## src/rtl/irq_gather_pkg.sv

```systemverilog
package irq_gather_pkg;
  localparam int unsigned REG_AW  = 4;
  localparam int unsigned REG_DW  = 8;
  localparam int unsigned NUM_HS  = 4;
  localparam int unsigned NUM_TMR = 3;
  localparam int unsigned NUM_SRC = NUM_HS + NUM_TMR;

  localparam logic [REG_AW-1:0] OFS_ENA    = 4'hC;
  localparam logic [REG_AW-1:0] OFS_STAT   = 4'hD;
  localparam logic [REG_AW-1:0] OFS_CLKRT  = 4'hE;
  localparam logic [REG_AW-1:0] OFS_GATERT = 4'hF;

  // bit positions of the level-select fields inside the routing registers
  localparam int unsigned LVL0_BIT = 6;  // counter 0 in OFS_CLKRT
  localparam int unsigned LVL1_BIT = 6;  // counter 1 in OFS_GATERT
  localparam int unsigned LVL2_BIT = 7;  // counter 2 in OFS_GATERT
endpackage

```

## src/rtl/irq_src_cond.sv

```systemverilog
module irq_src_cond #(
  parameter int unsigned SYNC_STAGES = 2
) (
  input  logic clk,
  input  logic rst_n,
  input  logic src_i,
  input  logic level_i,
  output logic event_o
);
  localparam int unsigned MSB = SYNC_STAGES - 1;

  logic [MSB:0] sync_q, sync_d;
  logic         prev_q, prev_d;

  always_comb begin
    sync_d = {sync_q[MSB-1:0], src_i};
    prev_d = sync_q[MSB];
  end

  always_ff @(posedge clk or negedge rst_n) begin
    if (!rst_n) begin
      sync_q <= '0;
      prev_q <= 1'b0;
    end else begin
      sync_q <= sync_d;
      prev_q <= prev_d;
    end
  end

  // level_i = 1: low-to-high transition, level_i = 0: high-to-low transition
  always_comb begin
    if (level_i) event_o = sync_q[MSB] & ~prev_q;
    else         event_o = ~sync_q[MSB] & prev_q;
  end

  // an edge produces a single-cycle event while the level is steady
  p_event_pulse_r4: assert property (@(posedge clk) disable iff (!rst_n)
    event_o |=> (!event_o || !$stable(level_i)));
endmodule

```

## src/rtl/irq_regs.sv

```systemverilog
module irq_regs
  import irq_gather_pkg::*;
(
  input  logic              clk,
  input  logic              rst_n,
  input  logic              wr_en_i,
  input  logic [REG_AW-1:0] addr_i,
  input  logic [REG_DW-1:0] wr_data_i,
  input  logic [NUM_SRC-1:0] status_i,
  output logic [NUM_SRC-1:0] en_q_o,
  output logic [NUM_SRC-1:0] en_d_o,
  output logic [NUM_TMR-1:0] lvl_o,
  output logic [REG_DW-1:0] rd_data_o
);
  logic [NUM_SRC-1:0] en_q, en_d;
  logic [NUM_TMR-1:0] lvl_q, lvl_d;
  logic               wr_ena, wr_clk, wr_gate;

  always_comb begin
    wr_ena  = wr_en_i && (addr_i == OFS_ENA);
    wr_clk  = wr_en_i && (addr_i == OFS_CLKRT);
    wr_gate = wr_en_i && (addr_i == OFS_GATERT);
    en_d    = en_q;
    lvl_d   = lvl_q;
    if (wr_ena) en_d = wr_data_i[NUM_SRC-1:0];
    if (wr_clk) lvl_d[0] = wr_data_i[LVL0_BIT];
    if (wr_gate) begin
      lvl_d[1] = wr_data_i[LVL1_BIT];
      lvl_d[2] = wr_data_i[LVL2_BIT];
    end
  end

  always_ff @(posedge clk or negedge rst_n) begin
    if (!rst_n) begin
      en_q  <= '0;
      lvl_q <= '0;
    end else begin
      if (wr_ena)            en_q  <= en_d;
      if (wr_clk || wr_gate) lvl_q <= lvl_d;
    end
  end

  always_comb begin
    rd_data_o = '0;
    case (addr_i)
      OFS_ENA:    rd_data_o[NUM_SRC-1:0] = en_q;
      OFS_STAT:   rd_data_o[NUM_SRC-1:0] = status_i;
      OFS_CLKRT:  rd_data_o[LVL0_BIT]    = lvl_q[0];
      OFS_GATERT: begin
        rd_data_o[LVL1_BIT] = lvl_q[1];
        rd_data_o[LVL2_BIT] = lvl_q[2];
      end
      default:    rd_data_o = '0;
    endcase
  end

  assign en_q_o = en_q;
  assign en_d_o = en_d;
  assign lvl_o  = lvl_q;

  // an enable write takes effect on the next edge
  p_en_write_r2: assert property (@(posedge clk) disable iff (!rst_n)
    (wr_en_i && addr_i == OFS_ENA) |=> (en_q == $past(wr_data_i[NUM_SRC-1:0])));
  // without an enable write, the enables do not move
  p_en_hold_r8: assert property (@(posedge clk) disable iff (!rst_n)
    !(wr_en_i && addr_i == OFS_ENA) |=> $stable(en_q));
endmodule

```

## src/rtl/irq_pend.sv

```systemverilog
module irq_pend
  import irq_gather_pkg::*;
(
  input  logic               clk,
  input  logic               rst_n,
  input  logic [NUM_SRC-1:0] event_i,
  input  logic [NUM_SRC-1:0] en_q_i,
  input  logic [NUM_SRC-1:0] en_d_i,
  output logic [NUM_SRC-1:0] status_o,
  output logic               irq_o
);
  logic [NUM_SRC-1:0] status_q, status_d;
  logic               irq_q, irq_d;

  always_comb begin
    // the enable value being written this cycle gates both new events and old flags
    status_d = en_d_i & (status_q | event_i);
    irq_d    = |(status_q & en_q_i);
  end

  always_ff @(posedge clk or negedge rst_n) begin
    if (!rst_n) begin
      status_q <= '0;
      irq_q    <= 1'b0;
    end else begin
      status_q <= status_d;
      irq_q    <= irq_d;
    end
  end

  assign status_o = status_q;
  assign irq_o    = irq_q;

  // no pending flag without its enable
  p_no_flag_disabled_r5: assert property (@(posedge clk) disable iff (!rst_n)
    (status_q & ~en_q_i) == '0);
  // a flag whose enable stays set is sticky
  p_sticky_r3: assert property (@(posedge clk) disable iff (!rst_n)
    1'b1 |=> (($past(status_q & en_d_i) & ~status_q) == '0));
  // request follows pending flags one clock later
  p_irq_rise_r7: assert property (@(posedge clk) disable iff (!rst_n)
    (|(status_q & en_q_i)) |=> irq_q);
  p_irq_fall_r7: assert property (@(posedge clk) disable iff (!rst_n)
    !(|(status_q & en_q_i)) |=> !irq_q);
endmodule

```

## src/rtl/irq_gather.sv

```systemverilog
module irq_gather
  import irq_gather_pkg::*;
#(
  parameter int unsigned SYNC_STAGES = 2
) (
  input  logic              clk,
  input  logic              rst_n,
  input  logic              reg_wr_en,
  input  logic [REG_AW-1:0] reg_addr,
  input  logic [REG_DW-1:0] reg_wr_data,
  output logic [REG_DW-1:0] reg_rd_data,
  input  logic [NUM_HS-1:0] hs_req,
  input  logic [NUM_TMR-1:0] tmr_out,
  output logic              irq_req
);
  logic [1:0]         rst_pipe_q;
  logic               rst_int_n;
  logic [NUM_SRC-1:0] events;
  logic [NUM_SRC-1:0] en_q, en_d, status;
  logic [NUM_TMR-1:0] lvl;

  // asynchronous assertion, synchronous release
  always_ff @(posedge clk or negedge rst_n) begin
    if (!rst_n) rst_pipe_q <= 2'b00;
    else        rst_pipe_q <= {rst_pipe_q[0], 1'b1};
  end
  assign rst_int_n = rst_pipe_q[1];

  for (genvar h = 0; h < NUM_HS; h++) begin : g_hs
    irq_src_cond #(.SYNC_STAGES(SYNC_STAGES)) i_cond (
      .clk     (clk),
      .rst_n   (rst_int_n),
      .src_i   (hs_req[h]),
      .level_i (1'b1),
      .event_o (events[h])
    );
  end

  for (genvar t = 0; t < NUM_TMR; t++) begin : g_tmr
    irq_src_cond #(.SYNC_STAGES(SYNC_STAGES)) i_cond (
      .clk     (clk),
      .rst_n   (rst_int_n),
      .src_i   (tmr_out[t]),
      .level_i (lvl[t]),
      .event_o (events[NUM_HS+t])
    );
  end

  irq_regs i_regs (
    .clk       (clk),
    .rst_n     (rst_int_n),
    .wr_en_i   (reg_wr_en),
    .addr_i    (reg_addr),
    .wr_data_i (reg_wr_data),
    .status_i  (status),
    .en_q_o    (en_q),
    .en_d_o    (en_d),
    .lvl_o     (lvl),
    .rd_data_o (reg_rd_data)
  );

  irq_pend i_pend (
    .clk      (clk),
    .rst_n    (rst_int_n),
    .event_i  (events),
    .en_q_i   (en_q),
    .en_d_i   (en_d),
    .status_o (status),
    .irq_o    (irq_req)
  );

  // reserved bit 7 of enable and status reads 0
  p_rsvd_bit_r2: assert property (@(posedge clk) disable iff (!rst_int_n)
    (reg_addr == OFS_ENA || reg_addr == OFS_STAT) |-> !reg_rd_data[7]);
  // offsets below the enable register read 0
  p_low_ofs_r10: assert property (@(posedge clk) disable iff (!rst_int_n)
    (reg_addr < OFS_ENA) |-> (reg_rd_data == '0));
endmodule

```

## config.mk

```make
export PLATFORM = sky130hd
export DESIGN_NAME = irq_gather
export DESIGN_NICKNAME = d
export VERILOG_FILES = /design/src/rtl/irq_gather_pkg.sv /design/src/rtl/irq_src_cond.sv /design/src/rtl/irq_regs.sv /design/src/rtl/irq_pend.sv /design/src/rtl/irq_gather.sv
export SDC_FILE = /design/constraint.sdc
export NUM_CORES = 1
export LEC_CHECK = 0
export ABC_AREA = 1
export BUFFER_PORTS_ARGS = -buffer_cell sky130_fd_sc_hd__buf_2
export CAP_MARGIN = 20
export CORE_MARGIN = 3
export CORE_UTILIZATION = 40
export CTS_CLUSTER_SIZE = 8
export DETAILED_ROUTE_END_ITERATION = 8
export PLACE_DENSITY_LB_ADDON = 0.3
export SETUP_SLACK_MARGIN = 0.5
export SLEW_MARGIN = 20
export SYNTH_ARGS = -nofsm -noshare
export SYNTH_HDL_FRONTEND = slang
export SYNTH_SLANG_ARGS = --single-unit
```

## constraint.sdc

```tcl
create_clock -name clk -period 1.25 [get_ports clk]
set_clock_uncertainty 0.05 [all_clocks]
set_input_delay 0.125 -clock clk [delete_from_list [all_inputs] [get_ports clk]]
set_output_delay 0.125 -clock clk [all_outputs]
set_load 0.02 [all_outputs]
```

After elaboration in Yosys (flattened, before gate mapping). Cells that the tools add are included.

Register bits after elaboration: 41. Bits of input ports: 22. Output and inout port bits: 9. Word-level logic and storage cells: 61.

Equal/unequal tests: 4. Muxes and demuxes: 7. Bitwise logic cells: 23. Reductions and logical operators: 7.

Operators with widths (number): $eq 4x4->1 const B (4); $and 7x7->7 (2); $pmux 6 s2 (1); $and 1x1->1 (10); $not 1->1 (10); $mux 7 (1); $or 7x7->7 (1); $reduce_or 7->1 (1); $mux 1 (4); $pmux 1 s4 (1); $reduce_and 2->1 (2); $logic_and 1x1->1 (3); $logic_or 1x1->1 (1).

Longest topological paths before layout.
Word-level depth: 5. Mapped depth: 6. Depth with buffers taken out: 6.

By module. Synthesis repeated with hierarchy kept, for this count alone.

Cells, all modules: 183. Area total of the unflattened synthesis: 1794.2 µm².

Modules (own cells, without submodules): irq_regs (times used 1, cells an instance 88, area each 734.5 µm², seq. area each 250.2 µm²); irq_src_cond (times used 7, cells an instance 9, area each 100.1 µm², seq. area each 75.1 µm²); irq_pend (times used 1, cells an instance 29, area each 305.3 µm², seq. area each 200.2 µm²); irq_gather (times used 1, cells an instance 3, area each 53.8 µm², seq. area each 50.0 µm²).

Least setup slack after synthesis. No wires, ideal clock.

Path type: input port to output port. Start point: input port reg_addr[2]. End point: output port reg_rd_data[0]. Arrival: 962 ps. Required time: 1075 ps. Setup slack: 113 ps. Cell stages on the path: 4. Buffers on the path: 0. Cell sequence: nand2_1 -> inv_2 -> nand2_1 -> o21ai_0.

Longest elaborated chain between the ends: 2. Elaborated cells on any way between the ends: 3. Those cells by class: 2 x eq/ne; 1 x mux.

RTL lines: start, declared (RTL line irq_gather.sv:9) `input logic [REG_AW-1:0] reg_addr,`; $eq 4x4->1 (RTL line irq_regs.sv:45) `case (addr_i)`; $pmux 6 s2 (*) (RTL line irq_regs.sv:45); end, declared (RTL line irq_gather.sv:11) `output logic [REG_DW-1:0] reg_rd_data,`.

Every way passes the cells marked *; elsewhere a longest branch is shown, timed or not.

Final worst setup path.
Start point: register i_regs.en_q[6] (netlist: i_regs.en_q_o[6]). End point: output port reg_rd_data[6].

Longest elaborated chain between the ends: 1.

RTL lines: start, declared (RTL line irq_regs.sv:15) `logic [NUM_SRC-1:0] en_q, en_d;`; start signal, assigned (RTL line irq_regs.sv:38) `if (wr_ena) en_q <= en_d;`; $pmux 1 s4 (RTL line irq_regs.sv:45).

No other way between the ends.

==> metrics.cfg <==
[min_path]
hp-class=primary input to register

[finish]
stdcell_area_mm2=0.002566
final_layout_size_suffix_gt1_share_pct=53.16
final_nets=258
area_growth_pct=58.75
stdcell_count=285
ff_latch_area_mm2=0.001030
diodes=0
multi_input_area_um2=690.7
finish.utilization_pct=68.05
fillers=259

[clocking]
cts_tree=done
cts_made_buffers=5
clk_pin_slew_worst_paths_ns=0.07
cts-htree-levels=2
cts_sinks=41
clock_path_buffers=2
clock-root-buffer=clkbuf_8
clock_latency_ns=0.28

[global_routing]
grtUsageMet2_pct=25.32
grtUsageMet3_pct=3.623
grt_pass1_wl_mm=5.713
track_usage_pct=14.73
grtUsageMet1_pct=17.47
busiest_layer=met2
grt_overflow=0
grt_max_degree=40
antenna_found_initial=0
grt_pass1_vias=1366

[place]
dpl_worst_slack_ns=0.1327
place_inst=245
dpl.hpwl_mm=2.097
placed_area_mm2=0.001939
place_congestion=0.7976
port-buffer-count=30

[sta]
fin_ws_ns=0.04140
fmax_mhz=827.4
fin_crit_sh_pct=96.69
slew_viol_final=0
whs_ns=0.03739
hold_viol=0
setup_viol=0
rsz0062_at_grt=yes
fin_crit_ns=1.209
finalSetupTns_ns=0

[route]
route.detailed.drc=0
drt-wirelength-per-cell_um=13.03
drtIter0Drc=54
vias=1336
ant_nets=0
drt_pass1_iterations=4
via_per_inst=4.688
wl_mm=3.714

[synth]
synth_nets=189
synth.cell_area_mm2=0.001617
synth-seq-cells=41
synth-seq-area-share_pct=63.47
yosysWarnings=0
avgSynthCellArea_um2=9.680
synth_cell_types=20
synth_cells=167

[critical_path]
required_ns=1.08
crit_fanout=3
cp-end-kind=primary output
crit_arrival_ns=1.03
cp-start-kind=register
crit_type=register to primary output

[power_and_ir_drop]
power.density_mw_per_mm2=1372
p_total_mw=3.521
ir_worst_vdd_mv=0.9421
p_leak_nw=1.244

[floorplanning]
die_w_um=69.57
pin_count=31
start_util_pct=42.87
die-area_mm2=0.004840
fp.coreArea_mm2=0.003771
dieHeight_um=69.57
std_cell_rows=22

[job]
maxCapViolations=0

[outcome]
outcome=finished clean

## sequential cells by signal, indices dropped and copies added (netlist names)
register and flops:
g_tmr.i_cond.sync_q 6, rst_pipe_q 2, g_hs.i_cond.prev_q 4, i_regs.en_q_o 7
g_hs.i_cond.sync_q 8, i_regs.lvl_o 3, i_pend.status_o 7, i_pend.irq_o 1
g_tmr.i_cond.prev_q 3
## metal layers
metal | up-vias | routed length (um) | share of wire (%)
li1 | 655 | - | -
met1 | 641 | 1567 | 42
met2 | 29 | 1912 | 51
met3 | 11 | 146 | 3.9
met4 | 0 | 88 | 2.4
met5 | - | 0 | 0
## cell type report
cell class | instances | share of cell area [%]
inverter | 32 | 4.973
clock inverter | 2 | 0.3901
tap | 48 | 2.340
clock buffer | 6 | 2.828
timing repair buffer | 64 | 22.43
multi-input combinational | 92 | 26.91
sequential | 41 | 40.13
## placed cells by master, fill, tap and decap left out, types with 5 or more instances in the layout
cell type,Yosys,routed
a21oi_2,0,5
buf_2,1,19
buf_4,0,12
buf_6,1,21
clkbuf_8,0,6
dfrtp_1,41,40
dlygate4sd3_1,0,8
inv_1,31,17
inv_2,1,14
nand2_1,35,18
nand2_2,0,7
nand2_4,0,9
nand3_1,12,5
nand3_2,0,7
nand4_1,8,8
nor2_1,7,6
nor2_2,8,9
o21ai_4,0,6
## cells in the mapped netlist, drive strengths merged
library cell	number	share of area, %
dfrtp	41	63
nand2	35	8.1
inv	32	7.4
nor2	16	5.4
nand3	13	4.8
nand4	8	3.1
o21ai	8	2.5
a21oi	5	1.5
buf	2	1.0
nand3b	2	0.93
nor3	2	0.62
and3	1	0.39
conb	1	0.23
o21bai	1	0.46
## worst max-delay path, stage by stage (launching register included)
cell     delay [ns]
dfrtp_1        0.40
nand3_1        0.09
nand4_1        0.11
buf_6          0.15
## what timing repair did
| action | 4_1_cts | 5_1_grt |
|---|---|---|
| endpoints found under the hold margin | 9 | 0 |
| resized for setup | 46 | 36 |
| pin swaps | 16 | 10 |
| hold buffers | 8 | 0 |
| setup buffers | 14 | 10 |
| endpoints found under the setup margin | 24 | 66 |
## where the power goes
group / internal (mW) / switching, mW / total, mW
clock network: 0.387 / 0.430 / 0.817
registers: 1.51 / 0.122 / 1.63
logic: 0.557 / 0.520 / 1.08
total: 2.45 / 1.07 / 3.52
## logic make-up (layout without fill, tap and decap cells)
family / count (synthesis) / after routing / share of synthesized area, %
AOI/OAI and AO/OA: 14 / 14 / 4.489
buffers and inverters: 34 / 104 / 8.436
DFF: 41 / 41 / 63.47
other: 1 / 1 / 0.2320
and+or+nand+nor: 77 / 77 / 23.38
## final timing paths
| check | start | end | slack (ns) | cells after the start |
|---|---|---|---|---|
| worst max-delay path | i_regs.en_q_o[6] | reg_rd_data[6] | 0.04 | 3 |
| worst min-delay path | reg_wr_data[7] | i_regs.lvl_o[2] | 0.04 | 3 |
| worst max register to register | i_regs.en_q_o[1] | i_pend.irq_o | 0.10 | 6 |
| worst min register to register | rst_pipe_q[1] | i_pend.status_o[0] | 0.12 | 0 |
| max in group asynchronous | rst_pipe_q[1] | g_hs[3].i_cond.prev_q | 0.66 | 1 |
| min in group asynchronous | rst_n | rst_pipe_q[1] | 0.09 | 2 |
No activity file was read; power rests on OpenSTA's default activity.
